## config.mk

```make
export PLATFORM = sky130hd
export DESIGN_NAME = link_bringup_seq
export DESIGN_NICKNAME = d
export VERILOG_FILES = /design/src/rtl/lbs_pkg.sv /design/src/rtl/lbs_sync.sv /design/src/rtl/lbs_train_ctrl.sv /design/src/rtl/lbs_read_mux.sv /design/src/rtl/link_bringup_seq.sv
export SDC_FILE = /design/constraint.sdc
export NUM_CORES = 1
export LEC_CHECK = 0
export ABC_CLOCK_PERIOD_IN_PS = 1900
export BUFFER_PORTS_ARGS = -buffer_cell sky130_fd_sc_hd__buf_2
export CAP_MARGIN = 15
export CORE_AREA = 5 5 55 57
export DETAILED_ROUTE_END_ITERATION = 7
export DIE_AREA = 0 0 60 62
export HOLD_SLACK_MARGIN = 0.03
export PLACE_DENSITY_LB_ADDON = 0.05
export SYNTH_ARGS = -nofsm -noshare
export SYNTH_HDL_FRONTEND = slang
export SYNTH_SLANG_ARGS = --single-unit
```

## constraint.sdc

```tcl
create_clock -name clk -period 1.9 [get_ports clk]
set_clock_uncertainty 0.15 [all_clocks]
set_input_delay 0.38 -clock clk [delete_from_list [all_inputs] [get_ports clk]]
set_output_delay 0.38 -clock clk [all_outputs]
set_load 0.005 [all_outputs]
```

## src/rtl/lbs_pkg.sv

```systemverilog
`timescale 1ns/1ps
package lbs_pkg;

  typedef enum logic [1:0] {
    LINK_OFF    = 2'd0,
    LINK_TRAIN  = 2'd1,
    LINK_NORMAL = 2'd2
  } link_state_e;

  localparam logic [7:0] CODE_OFF    = 8'h00;
  localparam logic [7:0] CODE_NORMAL = 8'h01;
  localparam logic [7:0] CODE_TRAIN  = 8'h0A;

  function automatic logic [7:0] state_code(input link_state_e st);
    case (st)
      LINK_TRAIN:  state_code = CODE_TRAIN;
      LINK_NORMAL: state_code = CODE_NORMAL;
      default:     state_code = CODE_OFF;
    endcase
  endfunction

endpackage

```

## src/rtl/lbs_sync.sv

```systemverilog
`timescale 1ns/1ps
module lbs_sync #(
  parameter int WIDTH  = 3,
  parameter int STAGES = 2
) (
  input  logic             clk,
  input  logic             rst,
  input  logic [WIDTH-1:0] async_i,
  output logic [WIDTH-1:0] sync_o
);

  localparam int DEPTH = (STAGES < 2) ? 2 : STAGES;

  logic [DEPTH-1:0][WIDTH-1:0] chain_q;

  always_ff @(posedge clk) begin
    if (rst) chain_q <= '0;
    else     chain_q <= {chain_q[DEPTH-2:0], async_i};
  end

  assign sync_o = chain_q[DEPTH-1];

endmodule

```

## src/rtl/lbs_train_ctrl.sv

```systemverilog
`timescale 1ns/1ps
module lbs_train_ctrl
  import lbs_pkg::*;
#(
  parameter int TIMEOUT = 64
) (
  input  logic        clk,
  input  logic        rst,
  input  logic        start_i,
  input  logic        cancel_i,
  input  logic        locked_i,
  input  logic        done_i,
  input  logic        pass_i,
  output link_state_e state_o,
  output link_state_e state_nxt_o
);

  localparam int CNT_W = (TIMEOUT > 1) ? $clog2(TIMEOUT) : 1;
  localparam logic [CNT_W-1:0] LAST = CNT_W'(TIMEOUT - 1);

  link_state_e     state_q, state_d;
  logic [CNT_W-1:0] cnt_q, cnt_d;

  always_comb begin
    state_d = state_q;
    cnt_d   = cnt_q;
    if (start_i) begin
      state_d = locked_i ? LINK_TRAIN : LINK_OFF;
      cnt_d   = '0;
    end else if (cancel_i) begin
      state_d = LINK_OFF;
    end else begin
      case (state_q)
        LINK_TRAIN: begin
          if (!locked_i)        state_d = LINK_OFF;
          else if (done_i)      state_d = pass_i ? LINK_NORMAL : LINK_OFF;
          else if (cnt_q == LAST) state_d = LINK_OFF;
          else                  cnt_d = cnt_q + 1'b1;
        end
        LINK_NORMAL: if (!locked_i) state_d = LINK_OFF;
        default: ;
      endcase
    end
  end

  always_ff @(posedge clk) begin
    if (rst) begin
      state_q <= LINK_OFF;
      cnt_q   <= '0;
    end else begin
      state_q <= state_d;
      cnt_q   <= cnt_d;
    end
  end

  assign state_o     = state_q;
  assign state_nxt_o = state_d;

endmodule

```

## src/rtl/lbs_read_mux.sv

```systemverilog
`timescale 1ns/1ps
module lbs_read_mux
  import lbs_pkg::*;
#(
  parameter int          ADDR_W     = 8,
  parameter int          DATA_W     = 8,
  parameter logic [7:0]  ADDR_PLL   = 8'h0D,
  parameter logic [7:0]  ADDR_CLK   = 8'h0A,
  parameter logic [7:0]  ADDR_MODE  = 8'h96,
  parameter logic [7:0]  ADDR_FRAME = 8'h5A,
  parameter int          CFG_W      = 4,
  parameter int          LOCK_BIT   = 7,
  parameter int          STREAM_BIT = 3
) (
  input  logic              rd_i,
  input  logic [ADDR_W-1:0] addr_i,
  input  logic              pll_en_i,
  input  logic [CFG_W-1:0]  cfg_i,
  input  logic              lock_i,
  input  link_state_e       state_i,
  input  logic              stream_i,
  output logic [DATA_W-1:0] rdata_o
);

  always_comb begin
    rdata_o = '0;
    if (rd_i) begin
      case (addr_i)
        ADDR_W'(ADDR_PLL):   rdata_o[0] = pll_en_i;
        ADDR_W'(ADDR_CLK): begin
          rdata_o[CFG_W-1:0] = cfg_i;
          rdata_o[LOCK_BIT]  = lock_i;
        end
        ADDR_W'(ADDR_MODE):  rdata_o = DATA_W'(state_code(state_i));
        ADDR_W'(ADDR_FRAME): rdata_o[STREAM_BIT] = stream_i;
        default: ;
      endcase
    end
  end

endmodule

```

## src/rtl/link_bringup_seq.sv

```systemverilog
`timescale 1ns/1ps
module link_bringup_seq
  import lbs_pkg::*;
#(
  parameter int         ADDR_W        = 8,
  parameter int         DATA_W        = 8,
  parameter logic [7:0] ADDR_PLL      = 8'h0D,
  parameter logic [7:0] ADDR_CLK      = 8'h0A,
  parameter logic [7:0] ADDR_MODE     = 8'h96,
  parameter logic [7:0] ADDR_FRAME    = 8'h5A,
  parameter int         REF_IDX_W     = 3,
  parameter int         SYNC_STAGES   = 2,
  parameter int         TRAIN_TIMEOUT = 64
) (
  input  logic                 clk,
  input  logic                 rst,
  input  logic                 reg_wr_i,
  input  logic                 reg_rd_i,
  input  logic [ADDR_W-1:0]    reg_addr_i,
  input  logic [DATA_W-1:0]    reg_wdata_i,
  output logic [DATA_W-1:0]    reg_rdata_o,
  input  logic                 pll_lock_i,
  input  logic                 train_done_i,
  input  logic                 train_pass_i,
  output logic                 pll_en_o,
  output logic                 clk_src_dsi_o,
  output logic [REF_IDX_W-1:0] ref_idx_o,
  output logic                 train_req_o,
  output logic [1:0]           link_state_o,
  output logic                 stream_en_o,
  output logic                 lock_o
);

  localparam int CFG_W      = REF_IDX_W + 1;
  localparam int LOCK_BIT   = DATA_W - 1;
  localparam int STREAM_BIT = 3;
  localparam int N_SYNC     = 3;

  // write decode
  logic wr_pll, wr_clk, wr_mode, wr_frame;
  assign wr_pll   = reg_wr_i && (reg_addr_i == ADDR_W'(ADDR_PLL));
  assign wr_clk   = reg_wr_i && (reg_addr_i == ADDR_W'(ADDR_CLK));
  assign wr_mode  = reg_wr_i && (reg_addr_i == ADDR_W'(ADDR_MODE));
  assign wr_frame = reg_wr_i && (reg_addr_i == ADDR_W'(ADDR_FRAME));

  // input synchronisers
  logic [N_SYNC-1:0] sync_w;
  logic lock_s, done_s, pass_s;

  lbs_sync #(.WIDTH(N_SYNC), .STAGES(SYNC_STAGES)) u_sync (
    .clk     (clk),
    .rst     (rst),
    .async_i ({train_pass_i, train_done_i, pll_lock_i}),
    .sync_o  (sync_w)
  );
  assign {pass_s, done_s, lock_s} = sync_w;

  // configuration and enable registers
  logic             pll_en_q;
  logic [CFG_W-1:0] cfg_q;
  logic             stream_q;
  logic             locked;
  link_state_e      state, state_nxt;

  assign locked = lock_s && pll_en_q;

  logic start_req, cancel_req;
  assign start_req  = wr_mode && !stream_q && (reg_wdata_i == DATA_W'(CODE_TRAIN));
  assign cancel_req = wr_mode && !stream_q && (reg_wdata_i == DATA_W'(CODE_OFF));

  lbs_train_ctrl #(.TIMEOUT(TRAIN_TIMEOUT)) u_train (
    .clk         (clk),
    .rst         (rst),
    .start_i     (start_req),
    .cancel_i    (cancel_req),
    .locked_i    (locked),
    .done_i      (done_s),
    .pass_i      (pass_s),
    .state_o     (state),
    .state_nxt_o (state_nxt)
  );

  logic stream_d;
  always_comb begin
    stream_d = wr_frame ? reg_wdata_i[STREAM_BIT] : stream_q;
    if (state_nxt != LINK_NORMAL) stream_d = 1'b0;
  end

  always_ff @(posedge clk) begin
    if (rst) begin
      pll_en_q <= 1'b0;
      cfg_q    <= '0;
      stream_q <= 1'b0;
    end else begin
      if (wr_pll) begin
        if (reg_wdata_i[0])         pll_en_q <= 1'b1;
        else if (state == LINK_OFF) pll_en_q <= 1'b0;
      end
      if (wr_clk) cfg_q <= reg_wdata_i[CFG_W-1:0];
      stream_q <= stream_d;
    end
  end

  lbs_read_mux #(
    .ADDR_W(ADDR_W), .DATA_W(DATA_W),
    .ADDR_PLL(ADDR_PLL), .ADDR_CLK(ADDR_CLK),
    .ADDR_MODE(ADDR_MODE), .ADDR_FRAME(ADDR_FRAME),
    .CFG_W(CFG_W), .LOCK_BIT(LOCK_BIT), .STREAM_BIT(STREAM_BIT)
  ) u_rmux (
    .rd_i     (reg_rd_i),
    .addr_i   (reg_addr_i),
    .pll_en_i (pll_en_q),
    .cfg_i    (cfg_q),
    .lock_i   (locked),
    .state_i  (state),
    .stream_i (stream_q),
    .rdata_o  (reg_rdata_o)
  );

  assign pll_en_o      = pll_en_q;
  assign clk_src_dsi_o = cfg_q[0];
  assign ref_idx_o     = cfg_q[CFG_W-1:1];
  assign train_req_o   = (state == LINK_TRAIN);
  assign link_state_o  = state;
  assign stream_en_o   = stream_q;
  assign lock_o        = locked;

endmodule

```

# [Word-level counts from Yosys, hierarchy flattened]
# Cells that the tools add are included.
[word_totals] ff_bits=20 in_bits=23 wordCells=53
[classes] add_sub_neg=1 n_eq_ne=9 mux=17 bitwise_logic=3 n_reduce_logical=16
[op_table] cell="$eq 8x4->1 const B" n=3
[op_table] cell="$mux 2" n=7
[op_table] cell="$eq 8x7->1 const B" n=1
[op_table] cell="$eq 8x8->1 const B" n=1
[op_table] cell="$logic_and 1x1->1" n=8
[op_table] cell="$logic_not 8->1" n=1
[op_table] cell="$mux 8" n=1
[op_table] cell="$pmux 2 s2" n=2
[op_table] cell="$pmux 4 s2" n=1
[op_table] cell="$add 6x1->6 const B" n=1
[op_table] cell="$eq 6x6->1 const B" n=1
[op_table] cell="$pmux 1 s3" n=2
[op_table] cell="$reduce_and 5->1" n=1
[op_table] cell="$reduce_or 2->1" n=2
[op_table] cell="$mux 1" n=3
[op_table] cell="$not 1->1" n=3
[op_table] cell="$eq 2x1->1 const B" n=1
[op_table] cell="$eq 2x2->1 const B" n=1
[op_table] cell="$logic_not 2->1" n=1
[op_table] cell="$ne 2x2->1 const B" n=1
[op_table] cell="$pmux 1 s2" n=1
[op_table] cell="$reduce_and 2->1" n=1
[op_table] cell="$reduce_bool 2->1" n=1
[op_table] cell="$logic_not 1->1" n=1

# [Logic depth before layout (Yosys ltp)]
[depth] word_depth=9 depth_mapped=7 mapped_depth_nobuf=7

# [Cells and area by module]
# From an unflattened synthesis, not the netlist that was laid out.
[unflattened] cells_unflattened=138 area_unflattened_um2=1276.2
[by_module_without_submodules] module="lbs_train_ctrl" instances=1 cells_each=52 area_each_um2=500.5 seq_area_each_um2=160.2
[by_module_without_submodules] module="link_bringup_seq" instances=1 cells_each=46 area_each_um2=402.9 seq_area_each_um2=120.1
[by_module_without_submodules] module="lbs_read_mux" instances=1 cells_each=25 area_each_um2=192.7 seq_area_each_um2=0.0
[by_module_without_submodules] module="lbs_sync" instances=1 cells_each=15 area_each_um2=180.2 seq_area_each_um2=120.1

# [Least setup slack after synthesis]
# No wires, ideal clock.
[synth_timing] path_kind="input-to-output" start="in reg_addr_i[5]" end="out reg_rdata_o[0]" arrival_ns=1.332 path_slack_ns=0.038 cell_stages=4 n_path_buf=0 path_cell_list="or4_4 nor2_1 a22oi_1 a21oi_1"
[synth_via] elab_chain_cells=3 word_cells_on_any_way=5
[synth_rtl] element="from (decl)" line_no="link_bringup_seq.sv:19" source="input logic [ADDR_W-1:0] reg_addr_i,"
[synth_rtl] element="$eq 8x8->1 or $eq 8x4->1 (tied branches)" line_no="lbs_read_mux.sv:28" source="case (addr_i)"
[synth_rtl] element="$pmux 1 s3 *" line_no="lbs_read_mux.sv:28"
[synth_rtl] element="$mux 8 *" line_no="lbs_read_mux.sv:27" source="if (rd_i) begin"
[synth_rtl] element="to (decl)" line_no="link_bringup_seq.sv:21" source="output logic [DATA_W-1:0] reg_rdata_o,"
# Every way passes the cells marked *; elsewhere a longest branch is shown, timed or not.

# [Worst setup path after layout]
[layout_timing] start="in reg_addr_i[5]" end="out reg_rdata_o[3]"
[layout_via] elab_chain_cells=3 word_cells_on_any_way=5
[layout_rtl] element="$eq 8x7->1 (tied with other cells)" line_no="lbs_read_mux.sv:28"
[layout_rtl] element="$pmux 1 s3 *" line_no="lbs_read_mux.sv:28"
[layout_rtl] element="$mux 8 *" line_no="lbs_read_mux.sv:27"
# Marks and branches as above.

==> flow_summary.json <==
{
  "status": "finished, violations left",
  "violations": "negative setup slack",
  "startpoint_type": "primary input",
  "irDropWorstVdd_uv": 587,
  "multiInputGateArea_um2": 733,
  "drt-total-wl_um": 2830,
  "via_per_inst": 5.26,
  "fin_nets": 210,
  "critical_path_class": "in2out",
  "final_cell_count_no_fill": 211,
  "crit_required_ps": 1370,
  "cts_root_buffer": "clkbuf_4",
  "rrSetupSlack_ps": 0,
  "dpl.hpwl_um": 2150,
  "hold_path_class": "in2reg",
  "path_cells": "buf_6 > or4_4 > nor2_4 > a222oi_1 > nor2_1 > buf_2",
  "timing.final.crit_period_ps": 2050,
  "cts_inserted_buffers": 3,
  "final.setup.worst_slack_ps": -151,
  "synth_most_common_cell": "dfxtp_1",
  "ys.flop_type": "dfxtp_1",
  "ys_warn_count": 0,
  "ys_ff_latch": 20,
  "avgSynthCellArea_um2": 9.00,
  "dp_cells": 206,
  "syn_inst": 126,
  "cap_violations": 0,
  "cp.buffers_inverters": 2,
  "hold_viol": 0,
  "htreeDepth": 1,
  "grt_util_all_layers_pct": 16.3,
  "synth_common_cells": "dfxtp_1 (20), nor2_1 (13), nor2b_1 (8)",
  "critPathTopFamily": "simple AND/OR/NAND/NOR gates",
  "r2r_end": "u_train.state_o[0]",
  "grt_overflow": 0,
  "r2r_start": "u_train.state_o[0]",
  "routedWlPerCell_um": 13.4,
  "hold_depth": 2,
  "fin_setup_tns_ps": -561,
  "final_core_util_pct": 64.7,
  "ys_seq_area_share_pct": 35.3,
  "grt_pass1_vias": 1077,
  "crit_path_end_kind": "output pin",
  "start_util_pct": 46.6,
  "coreArea_um2": 2430,
  "arrival_ps": 1520,
  "synth_top_area_cell": "dfxtp_1",
  "fin_total_pwr_uw": 858,
  "first_pass_iters": 4,
  "critical_path.slowest_cell": "or4_4",
  "max_stage_delay_ps": 570,
  "drt-initial-drc-count": 58,
  "vias": 1109,
  "clkLatencyLatePin_ps": 310,
  "clk_pin_slew_ps": 120,
  "cts_max_path_buffers": 2,
  "rsz0062_at_grt": "true",
  "period_share_pct": 108,
  "reg2reg_depth": 7,
  "nFillCells": 216,
  "drcViolationCount": 0,
  "hold_slack_ps": 115,
  "slew_viol_final": 0,
  "grt_max_degree": 15,
  "pin_count": 41,
  "cp_max_fo": 5,
  "synth_cell_types": 40,
  "diodes": 0,
  "max_freq_mhz": 488,
  "power.leakage_nw": 0.726,
  "synthArstFlopShare_pct": 0,
  "cts_hold_buf": 0,
  "drive_gt1_share_pct": 43.1,
  "antenna_left": 0,
  "die-area_um2": 3720,
  "synth_top_area_share_pct": 35.3,
  "hold_path_end": "u_sync.chain_q[2]",
  "setup_viol": 6,
  "die_x_um": 60,
  "netlist_area_um2": 1130,
  "cts_tree": "built",
  "cts.sinks": 20,
  "min-delay-start": "train_pass_i",
  "p_per_area_nw_per_um2": 546,
  "portBuffers": 37,
  "synth.area.top_cells": "dfxtp_1 (35%), ha_1 (5.5%), mux2i_1 (5.3%)",
  "grt_pass1_wl_um": 4560,
  "rows": 18,
  "die_y_um": 62,
  "area_growth_pct": 38.7,
  "antenna_found_initial": 0,
  "ff_latch_area_um2": 404,
  "place.gp.congestion": 0.893,
  "synth_edf_count": 0
}
-- power by group --
group | leakage [nW] | switching, mW | internal (mW)
combinational | 0.534 | 0.0353 | 0.0409
clock | 0.0279 | 0.142 | 0.214
sequential | 0.164 | 0.00138 | 0.425
total | 0.726 | 0.179 | 0.680
-- worst max path at each step --
| stage | start | to | slack [ps] | cells after the start |
|---|---|---|---|---|
| 2_1_floorplan | reg_addr_i[5] | reg_rdata_o[0] | 40 | 4 |
| 3_3_place_gp | reg_addr_i[5] | reg_rdata_o[1] | -150 | 6 |
| 3_5_place_dp | reg_addr_i[5] | reg_rdata_o[1] | -180 | 6 |
| 4_1_cts | reg_addr_i[6] | reg_rdata_o[1] | -160 | 6 |
| 5_1_grt | reg_addr_i[5] | reg_rdata_o[3] | -220 | 6 |
| 6_report | reg_addr_i[5] | reg_rdata_o[3] | -150 | 6 |
-- registers in the layout, indices dropped and copies added, names as in the netlist --
register	flops
pll_en_o	1
stream_en_o	1
cfg_q	4
u_train.cnt_q	6
u_train.state_o	2
u_sync.chain_q	3
u_sync.sync_o	3
-- per-stage QoR --
step / area (µm²) / worst slack (ps)
2_1_floorplan: 1140 / 38.3
3_3_place_gp: 1450 / -152
3_5_place_dp: 1450 / -183
4_1_cts: 1530 / -156
5_1_grt: 1570 / -224
6_report: 1570 / -151
-- routing by layer --
layer	GRT usage (%)	vias up	part of all wire, %
met5	0	-	0
li1	-	559	-
met1	20.3	502	47
met2	27.8	43	42
met3	2.89	5	9.4
met4	6.65	0	1.6
-- layout by cell type, fill, tap and decap left out, drive strengths merged, types with 2 or more instances in the layout --
master	Yosys	final
a21oi	4	4
a22oi	2	2
a31o	2	2
and2	5	5
and3	3	3
and4bb	2	2
buf	3	53
clkbuf	1	3
conb	1	3
dfxtp	20	20
ha	5	5
inv	5	5
mux2i	6	6
nand2	8	8
nand2b	3	3
nand3	3	3
nand4	3	3
nand4bb	2	2
nor2	14	14
nor2b	8	8
nor4	4	4
o2111ai	2	2
o211ai	3	3
o21ai	2	2
xor2	4	4
-- final cells by class --
| class | instances | area share [%] |
|---|---|---|
| flip-flops and latches | 20 | 25.7 |
| well taps | 30 | 2.39 |
| clock buffers | 3 | 1.43 |
| repair buffers | 53 | 20.6 |
| clock inverters | 1 | 1.91 |
| multi-input cells | 99 | 46.6 |
| inverters | 5 | 1.35 |
-- kinds of logic after synthesis --
family	Yosys count	share of synthesized area (%)
AOI/OAI and AO/OA	20	13.1
xor gates and xnor gates	5	3.86
adders and majority gates	5	5.52
buffers and inverters	9	3.97
DFF	20	35.3
muxes	6	5.30
other	1	0.331
and+or+nand+nor	60	32.6
-- worst register-to-register path, stage by stage (launching register included) --
cell      delay [ps]
dfxtp_2          380
inv_1             60
ha_1             350
nor2b_2          180
a22oi_1          190
nand3_1          100
o211ai_1         280
nor2b_1          160
-- timing repair --
item / in CTS / in global routing
pin swaps: 8 / 8
resized for setup: 5 / 12
endpoints found under the setup margin: 6 / 9
gates cloned: 0 / 0
setup buffers: 1 / 1
Power figures use the tool's default switching activity.
